==> config.mk <==
export PLATFORM = sky130hd
export DESIGN_NAME = spi_nvm_guard
export DESIGN_NICKNAME = d
export VERILOG_FILES = /design/src/rtl/spg_pkg.sv /design/src/rtl/spg_sync.sv /design/src/rtl/spg_mem.sv /design/src/rtl/spg_ctrl.sv /design/src/rtl/spi_nvm_guard.sv
export SDC_FILE = /design/constraint.sdc
export NUM_CORES = 2
export LEC_CHECK = 0
export CAP_MARGIN = 0
export CORE_MARGIN = 3
export CORE_UTILIZATION = 33
export DETAILED_ROUTE_END_ITERATION = 6
export SETUP_SLACK_MARGIN = 0.3
export SLEW_MARGIN = 20
export SYNTH_ARGS = -nofsm -noshare
export SYNTH_HDL_FRONTEND = slang
export SYNTH_HIERARCHICAL = 1
export SYNTH_MEMORY_MAX_BITS = 65536
export SYNTH_SLANG_ARGS = --single-unit
==> constraint.sdc <==
create_clock -name clk -period 7.6 [get_ports clk]
set_input_delay 0.76 -clock clk [delete_from_list [all_inputs] [get_ports clk]]
set_output_delay 0.76 -clock clk [all_outputs]
set_load 0.005 [all_outputs]
==> src/rtl/spg_pkg.sv <==
package spg_pkg;
  localparam int ADDR_W    = 9;
  localparam int MEM_DEPTH = 1 << ADDR_W;

  localparam logic [7:0] OP_SET_EN = 8'h06;
  localparam logic [7:0] OP_CLR_EN = 8'h04;
  localparam logic [7:0] OP_RD_ST  = 8'h05;
  localparam logic [7:0] OP_WR_ST  = 8'h01;
  localparam logic [2:0] OP_RD_LO  = 3'b011;
  localparam logic [2:0] OP_WR_LO  = 3'b010;

  typedef enum logic [2:0] {
    PH_OPC, PH_IGNORE, PH_RADDR, PH_WADDR, PH_STDATA, PH_STDONE, PH_WDATA, PH_OUT
  } phase_t;

  // protect range: the top two address bits select the quarter
  function automatic logic prot_hit(input logic [1:0] rng, input logic [ADDR_W-1:0] addr);
    case (rng)
      2'b00:   prot_hit = 1'b0;
      2'b01:   prot_hit = (addr[ADDR_W-1:ADDR_W-2] == 2'b11);
      2'b10:   prot_hit = addr[ADDR_W-1];
      default: prot_hit = 1'b1;
    endcase
  endfunction
endpackage

==> src/rtl/spg_sync.sv <==
module spg_sync #(
  parameter int STAGES  = 2,
  parameter bit RST_VAL = 1'b0
) (
  input  logic clk,
  input  logic rst,
  input  logic d,
  output logic q
);
  logic [STAGES-1:0] sh;

  always_ff @(posedge clk) begin
    if (rst) sh <= {STAGES{RST_VAL}};
    else     sh <= {sh[STAGES-2:0], d};
  end

  assign q = sh[STAGES-1];
endmodule

==> src/rtl/spg_mem.sv <==
module spg_mem #(
  parameter int DEPTH = 512,
  parameter int AW    = 9
) (
  input  logic          clk,
  input  logic          we,
  input  logic [AW-1:0] waddr,
  input  logic [7:0]    wdata,
  input  logic [AW-1:0] raddr,
  output logic [7:0]    rdata
);
  logic [7:0] store [DEPTH];

  always_ff @(posedge clk) begin
    if (we) store[waddr] <= wdata;
    rdata <= store[raddr];
  end
endmodule

==> src/rtl/spg_ctrl.sv <==
module spg_ctrl
  import spg_pkg::*;
#(
  parameter int PAGE_BYTES = 16,
  parameter int WR_CYCLES  = 4096
) (
  input  logic              clk,
  input  logic              rst,
  input  logic              sck_rise,
  input  logic              sck_fall,
  input  logic              cs_fall,
  input  logic              cs_rise,
  input  logic              cs_lvl,
  input  logic              si_lvl,
  input  logic              wp_lvl,
  input  logic [7:0]        mem_rdata,
  output logic              mem_we,
  output logic [ADDR_W-1:0] mem_waddr,
  output logic [7:0]        mem_wdata,
  output logic [ADDR_W-1:0] mem_raddr,
  output logic              so,
  output logic              so_oe,
  output logic [7:0]        status
);
  localparam int PW = $clog2(PAGE_BYTES);
  localparam int CW = $clog2(WR_CYCLES + 1);

  phase_t            phase;
  logic [6:0]        rx_sh;
  logic [2:0]        bit_cnt;
  logic              in_frame, op_a8, arm, complete;
  logic              wel, wip, cyc_page, out_sr;
  logic [1:0]        wd, bl;
  logic [3:0]        nv_new;
  logic [ADDR_W-1:0] w_addr, rd_addr;
  logic [7:0]        pbuf [PAGE_BYTES];
  logic [PAGE_BYTES-1:0] pvalid;
  logic [CW-1:0]     cyc_cnt;
  logic [7:0]        tx_sh;
  logic [2:0]        obit;
  logic              so_q, so_oe_q;

  logic [7:0]        byte_v, sr_val, src;
  logic              byte_end, commit_slot;
  logic [PW-1:0]     cidx;

  assign byte_v      = {rx_sh, si_lvl};
  assign byte_end    = in_frame & sck_rise & (bit_cnt == 3'd7);
  assign sr_val      = {2'b00, wd, bl, wel, wip};
  assign src         = out_sr ? sr_val : mem_rdata;
  assign cidx        = cyc_cnt[PW-1:0];
  assign commit_slot = wip & cyc_page & (cyc_cnt < CW'(PAGE_BYTES));

  assign mem_we    = commit_slot & pvalid[cidx];
  assign mem_waddr = {w_addr[ADDR_W-1:PW], cidx};
  assign mem_wdata = pbuf[cidx];
  assign mem_raddr = rd_addr;
  assign so        = so_q;
  assign so_oe     = so_oe_q;
  assign status    = sr_val;

  // page buffer: data only, no reset needed
  always_ff @(posedge clk) begin
    if (byte_end && phase == PH_WDATA) pbuf[w_addr[PW-1:0]] <= byte_v;
  end

  always_ff @(posedge clk) begin
    if (rst) begin
      phase    <= PH_IGNORE;
      rx_sh    <= '0;
      bit_cnt  <= '0;
      in_frame <= 1'b0;
      op_a8    <= 1'b0;
      arm      <= 1'b0;
      complete <= 1'b0;
      wel      <= 1'b0;
      wip      <= 1'b0;
      cyc_page <= 1'b0;
      out_sr   <= 1'b0;
      wd       <= 2'b11;
      bl       <= 2'b00;
      nv_new   <= '0;
      w_addr   <= '0;
      rd_addr  <= '0;
      pvalid   <= '0;
      cyc_cnt  <= '0;
      tx_sh    <= '0;
      obit     <= '0;
      so_q     <= 1'b0;
      so_oe_q  <= 1'b0;
    end else begin
      so_oe_q <= in_frame & ~cs_lvl;

      if (cs_fall) begin
        in_frame <= 1'b1;
        phase    <= PH_OPC;
        bit_cnt  <= '0;
        complete <= 1'b0;
        arm      <= 1'b0;
        obit     <= '0;
      end

      if (cs_rise) begin
        in_frame <= 1'b0;
        phase    <= PH_IGNORE;
        if (in_frame && complete && arm && wp_lvl && !wip) begin
          wip     <= 1'b1;
          cyc_cnt <= '0;
          if (phase == PH_STDONE) begin
            cyc_page <= 1'b0;
            wd       <= nv_new[3:2];
            bl       <= nv_new[1:0];
          end else begin
            cyc_page <= 1'b1;
          end
        end
      end

      if (in_frame && sck_rise) begin
        rx_sh    <= byte_v[6:0];
        bit_cnt  <= bit_cnt + 3'd1;
        complete <= 1'b0;
        if (bit_cnt == 3'd7) begin
          case (phase)
            PH_OPC: begin
              if (wip && byte_v != OP_RD_ST) begin
                phase <= PH_IGNORE;
              end else if (byte_v == OP_SET_EN) begin
                wel   <= 1'b1;
                phase <= PH_IGNORE;
              end else if (byte_v == OP_CLR_EN) begin
                wel   <= 1'b0;
                phase <= PH_IGNORE;
              end else if (byte_v == OP_RD_ST) begin
                out_sr <= 1'b1;
                phase  <= PH_OUT;
              end else if (byte_v == OP_WR_ST) begin
                arm   <= wel;
                phase <= PH_STDATA;
              end else if (byte_v[7:4] == 4'h0 && byte_v[2:0] == OP_RD_LO) begin
                op_a8 <= byte_v[3];
                phase <= PH_RADDR;
              end else if (byte_v[7:4] == 4'h0 && byte_v[2:0] == OP_WR_LO) begin
                op_a8  <= byte_v[3];
                arm    <= wel;
                pvalid <= '0;
                phase  <= PH_WADDR;
              end else begin
                phase <= PH_IGNORE;
              end
            end
            PH_RADDR: begin
              rd_addr <= {op_a8, byte_v};
              out_sr  <= 1'b0;
              phase   <= PH_OUT;
            end
            PH_WADDR: begin
              w_addr <= {op_a8, byte_v};
              phase  <= PH_WDATA;
            end
            PH_STDATA: begin
              nv_new   <= byte_v[5:2];
              complete <= 1'b1;
              phase    <= PH_STDONE;
            end
            PH_WDATA: begin
              pvalid[w_addr[PW-1:0]] <= ~prot_hit(bl, w_addr);
              w_addr[PW-1:0]         <= w_addr[PW-1:0] + PW'(1);
              complete               <= 1'b1;
            end
            default: ;
          endcase
        end
      end

      if (in_frame && sck_fall && phase == PH_OUT) begin
        if (obit == 3'd0) begin
          so_q  <= src[7];
          tx_sh <= {src[6:0], 1'b0};
          obit  <= 3'd7;
          if (!out_sr) rd_addr <= rd_addr + ADDR_W'(1);
        end else begin
          so_q  <= tx_sh[7];
          tx_sh <= {tx_sh[6:0], 1'b0};
          obit  <= obit - 3'd1;
        end
      end

      if (wip) begin
        cyc_cnt <= cyc_cnt + CW'(1);
        if (cyc_cnt == CW'(WR_CYCLES - 1)) begin
          wip <= 1'b0;
          wel <= 1'b0;
        end
      end

      if (!wp_lvl) begin
        wel <= 1'b0;
        arm <= 1'b0;
      end
    end
  end
endmodule

==> src/rtl/spi_nvm_guard.sv <==
module spi_nvm_guard
  import spg_pkg::*;
#(
  parameter int PAGE_BYTES  = 16,
  parameter int WR_CYCLES   = 4096,
  parameter int SYNC_STAGES = 2
) (
  input  logic clk,
  input  logic rst,
  input  logic sck,
  input  logic cs_n,
  input  logic si,
  input  logic wp_n,
  output logic so,
  output logic so_oe
);
  // pin order in the vector: {wp_n, si, cs_n, sck}; cs starts low so a
  // chip select held low through reset never produces a falling edge
  localparam logic [3:0] SYNC_RST = 4'b1000;

  logic [3:0] raw, lvl;
  logic       sck_d, cs_d;
  logic       sck_rise, sck_fall, cs_rise, cs_fall, cs_lvl, si_lvl, wp_lvl;
  logic              mem_we;
  logic [ADDR_W-1:0] mem_waddr, mem_raddr;
  logic [7:0]        mem_wdata, mem_rdata;
  logic [7:0]        status;

  assign raw = {wp_n, si, cs_n, sck};

  for (genvar g = 0; g < 4; g++) begin : g_sync
    spg_sync #(.STAGES(SYNC_STAGES), .RST_VAL(SYNC_RST[g])) u_sync (
      .clk(clk), .rst(rst), .d(raw[g]), .q(lvl[g])
    );
  end

  always_ff @(posedge clk) begin
    if (rst) begin
      sck_d <= 1'b0;
      cs_d  <= 1'b0;
    end else begin
      sck_d <= lvl[0];
      cs_d  <= lvl[1];
    end
  end

  assign sck_rise = lvl[0] & ~sck_d;
  assign sck_fall = ~lvl[0] & sck_d;
  assign cs_rise  = lvl[1] & ~cs_d;
  assign cs_fall  = ~lvl[1] & cs_d;
  assign cs_lvl   = lvl[1];
  assign si_lvl   = lvl[2];
  assign wp_lvl   = lvl[3];

  spg_ctrl #(.PAGE_BYTES(PAGE_BYTES), .WR_CYCLES(WR_CYCLES)) u_ctrl (
    .clk(clk), .rst(rst),
    .sck_rise(sck_rise), .sck_fall(sck_fall), .cs_fall(cs_fall), .cs_rise(cs_rise),
    .cs_lvl(cs_lvl), .si_lvl(si_lvl), .wp_lvl(wp_lvl),
    .mem_rdata(mem_rdata), .mem_we(mem_we), .mem_waddr(mem_waddr),
    .mem_wdata(mem_wdata), .mem_raddr(mem_raddr),
    .so(so), .so_oe(so_oe), .status(status)
  );

  spg_mem #(.DEPTH(MEM_DEPTH), .AW(ADDR_W)) u_mem (
    .clk(clk), .we(mem_we), .waddr(mem_waddr), .wdata(mem_wdata),
    .raddr(mem_raddr), .rdata(mem_rdata)
  );
endmodule

After elaboration in Yosys (flattened, before gate mapping)
Memory sizes are Yosys's and may differ from the RTL's. A register that Yosys moved wholly into a read port is not among the register bits.
Cells that the tools add are included.
- register bits: 99
- memory bits (writable): 4224
- output and inout port bits: 2
- memories kept: 2
- memories (memory ; depth ; width ; rd ports ; clocked after Yosys merged registers in ; write ports ; line ; text):
    u_mem.store ; 512 ; 8 ; 1 ; 1 ; 1 ; spg_mem.sv:12 ; logic [7:0] store [DEPTH];
    u_ctrl.pbuf ; 16 ; 8 ; 1 ; 1 ; 1 ; spg_ctrl.sv:36 ; logic [7:0] pbuf [PAGE_BYTES];
- add/sub/neg operators: 5
- magnitude comparators: 4
- equal/unequal tests: 26
- muxes and demuxes: 88
- bitwise gates (word level): 21
- reductions and logical operators: 37
- operator list (cell ; number):
    two-way mux 16 bit ; 7
    two-way mux 9 bit ; 6
    two-way mux 1 bit ; 45
    two-way mux 3 bit ; 14
    two-way mux 13 bit ; 3
    case mux 16 bit (2 select lines) ; 1
    == test 8 x 3 -> 1 bit, second input constant ; 3
    bitwise mux 16 bit ; 1
    two-way mux 8 bit ; 2
    nonzero test 2 bit ; 8
    == test 3 bit, second input constant ; 5
    adder 13 x 1 -> 13 bit, second input constant ; 1
    == test 13 x 12 -> 1 bit, second input constant ; 1
    less-than comparator 13 x 5 -> 1 bit, second input constant ; 1
    == test 3 x 2 -> 1 bit, second input constant ; 4
    logical AND 1 bit ; 12
    != test 2 bit, second input constant ; 6
    case mux 3 bit (4 select lines) ; 1
    AND reduction 3 bit ; 4
    inverter 1 bit ; 11
    bitwise AND 1 bit ; 10
    less-than comparator 4 x 5 -> 1 bit, second input constant ; 2
    AND reduction 10 bit ; 1
    adder 9 x 1 -> 9 bit, second input constant ; 1
    other kinds (24) ; 31

Depth between registers and ports, before layout
- word-level depth: 13
- depth in mapped cells: 12

Hierarchy
The synthesis kept the hierarchy.
- modules (own cells, without submodules) (module ; instances ; cells an instance ; area an instance (µm²)):
    spg_mem ; 1 ; 8030 ; 159927.1
    spg_ctrl ; 1 ; 786 ; 9868.2
    spg_sync ; 4 ; 4 ; 52.6
    spi_nvm_guard ; 1 ; 8 ; 77.6

Worst setup path before layout
No wires, ideal clock.
- path type: flip-flop to flip-flop
- start point: register with a tool-made name
- end point: memory u_mem.store[0][1] (data pin)
- setup time: 903 ps
- arrival time: 4615 ps
- data required time: 6697 ps
- path slack: 2082 ps
- cell stages (with the launch flop): 5
- cells stage by stage: dfxtp_1 clkbuf_1 buf_2 mux4_2 mux4_2
- RTL lines (item ; line):
    end, declared ; spg_mem.sv:12

==> run_results.csv <==
group,metric,value,unit
outcome,outcome,"finished with violations",
outcome,violations,"design-rule violations",
global_routing,grt_use_met1,22.43,%
floorplan,fp.dieH,723.8,um
worst_setup_path,path_cells,"buf_12 -> buf_4 -> buf_4 -> mux2i_1 -> o221ai_1 -> a21oi_1 -> nor4_2 -> nand4_1 -> nor4_1 -> buf_4 -> o2111a_1",
worst_setup_path,cp-end-kind,"flop",
placed_design,io_buffers,7,
power_and_ir_drop,ir_drop,0.1995,mV
floorplan,row_count,263,
worst_setup_path,required,8.50,ns
logic_synthesis,yosysWarnings,6,
floorplan,core,513300,um^2
sta,slew_headroom,20.63,%
worst_setup_path,worst_ep_arrival_time,5.90,ns
floorplan,die_w,723.8,um
sta,min_period_over_period,65.92,%
sta,skew,0.04634,ns
clock_network,cts_buffers,426,
logic_synthesis,netlist_instances,8835,
detailed_routing,route.vias.total,87920,
floorplan,start_util,33.13,%
logic_synthesis,syn_area,170000,um^2
placed_design,routabilityCongestion,0.8868,
detailed_routing,drc_errors,1,
sta,hold_viol,0,
power_and_ir_drop,p_clk_share,44.4,%
global_routing,grt_start_max_net_pins,211,
power_and_ir_drop,p_int,37.56,mW
global_routing,use_met3,3.439,%
detailed_routing,dr.pass1.iters,7,
sta,setup_viol,0,
placed_design,dp_cells,15190,
worst_setup_path,worstPathBufferInverterCount,4,
global_routing,grt_most_used_layer,"met2",
clock_network,cts_resized,0,
global_routing,grt_pass1_wl,634500,um
power_and_ir_drop,swShare,19.15,%
power_and_ir_drop,leakage,54.62,nW
layout,fin_cells,15970,
worst_setup_path,crit_type,"reg2reg",
clock_network,post-cts-setup-buffers,0,
detailed_routing,viasPerCell,5.504,
flow_run,timing.max_cap.violations,0,
layout,layout-drive-gt1-share,16.85,%
sta,tns,0,ns
detailed_routing,wl_per_cell,27.71,um
clock_network,hold_buffers,0,
global_routing,grt_overflow,0,
worst_setup_path,start_kind,"flop",
sta,min_period,5.010,ns
power_and_ir_drop,switchingPower,8.897,mW
global_routing,antenna_found_initial,18,
clock_network,clock_tree.buffer_depth,4,
clock_network,cts_root_buf,"clkbuf_16",
detailed_routing,drt-initial-drc-count,11330,
placed_design,place_hpwl,263000,um
logic_synthesis,synth_area_per_cell,19.25,um^2
worst_setup_path,max_stage_delay,0.92,ns
detailed_routing,totalWireLength,442600,um
layout,fill_cells,46200,
power_and_ir_drop,combPwrFrac,0.1,%
logic_synthesis,syn-num-nets,8851,
detailed_routing,antenna_left,0,
clock_network,cts_tree,"built",
worst_setup_path,crit_path_frequent_cell,"buf_4",
clock_network,clkSlewWorstSetupHoldPaths,0.06,ns
clock_network,clk_latency,0.97,ns
global_routing,grt_pass1_vias,87230,
global_routing,gr-usage-met2,26.44,%
sta,rsz0062_at_grt,"false",
worst_setup_path,slowest_stage,"dfxtp_4",
global_routing,grt.total_usage,16.40,%
layout,syn_to_final_growth,12.43,%
layout,layout.nets,8878,
sta,finalHoldWorstSlack,0.1431,ns
sta,maxSlewViolCount,0,
power_and_ir_drop,power_density,243.0,nW/um^2
power_and_ir_drop,seq_power_share,55.6,%
clock_network,h-tree-depth,5,
sta,max_freq,0.1996,GHz
sta,tightest_slew,1.178,ns
worst_setup_path,cp_top_family,"simple AND/OR/NAND/NOR gates",
worst_setup_path,cp_max_fo,53,
clock_network,cts.sinks,4334,
floorplan,io-pin-count,8,
hold_path,hold_class,"in2reg",
floorplan,die_area,524000,um^2
## area by class of cell
class	count	area [um^2]	area share, %
inverters	17	71.32	0.03730
diodes	7	17.52	0.009162
flip-flops and latches	4334	129100	67.50
clock buffers	511	11110	5.809
repair buffers	168	1844	0.9646
clock inverters	264	2603	1.361
multi-input cells	3915	38030	19.89
well taps	6757	8454	4.422
## flip-flops by register name, summed over array words and instances, names as in the netlist, 2 cells and up, named ones only
register / cells
u_ctrl/rx_sh: 7
u_ctrl/cyc_cnt: 13
g_sync.u_sync/sh: 8
u_ctrl/phase: 3
u_ctrl/bit_cnt: 3
u_mem/rdata: 8
u_ctrl/pbuf: 128
u_mem/store: 4096
u_ctrl/mem_raddr: 9
u_ctrl/nv_new: 4
u_ctrl/bl: 2
u_ctrl/w_addr: 9
u_ctrl/wd: 2
u_ctrl/tx_sh: 7
u_ctrl/obit: 3
u_ctrl/pvalid: 16
## worst register-to-register path, cell delays in order (launching register included)
cell and delay (ns):
dfxtp_4 0.92, buf_12 0.41, buf_4 0.44, buf_4 0.35, mux2i_1 0.13, o221ai_1 0.34, a21oi_1 0.14, nor4_2 0.74
nand4_1 0.39, nor4_1 0.69, buf_4 0.22, o2111a_1 0.18
## per-stage QoR
stage | util [%] | setup slack [ns] | total power [mW] | cell area, um^2
finish | 37.24 | 2.590 | 46.45 | 191200
global route | 37.24 | 2.368 | 47.83 | 191200
CTS | 37.22 | 2.298 | 46.85 | 191000
detailed placement | 34.54 | 2.291 | 26.34 | 177300
global placement | 34.54 | 2.225 | 26.34 | 177300
floorplan | - | 2.082 | 26.33 | 170000
## final timing paths
path	from	to	slack, ns	cells past startpoint
setup reg to reg	u_ctrl/mem_raddr[0]	u_mem/rdata[0]	2.59	11
hold reg to reg	g_sync[3].u_sync/sh[0]	g_sync[3].u_sync/sh[1]	0.41	1
setup / recovery	u_ctrl/mem_raddr[0]	u_mem/rdata[0]	2.59	11
hold / removal	rst	u_ctrl/w_addr[3]	0.14	2
## layer usage
metal  vias up  part of all wire (%)
met1     46260                    40
met4         8                   3.1
met5         -                 0.012
li1      36580                     -
met3       710                   9.0
met2      4360                    48
## power groups by stage
stage	combinational [mW]	clock [mW]	sequential, mW
after CTS	0.0238	21.0	25.8
after detailed placement	0.0236	0	26.3
after floorplan	0.0155	0	26.3
final	0.0242	20.6	25.8
after global routing	0.0260	22.0	25.8
after global placement	0.0228	0	26.3
## cells in the final DEF, fill, tap and decap left out, types with 63 or more instances in the layout
master	count
nand2_1	147
clkbuf_16	431
a21oi_1	236
nor3_1	138
a22oi_1	65
o22ai_1	169
clkinv_1	88
mux4_2	690
buf_4	119
clkbuf_1	78
mux2i_1	836
dfxtp_1	103
clkinv_2	63
nor2_1	645
o221ai_1	371
edfxtp_1	4224
nand3_1	69
o21ai_0	139
No activity file was read; power rests on OpenSTA's default activity.
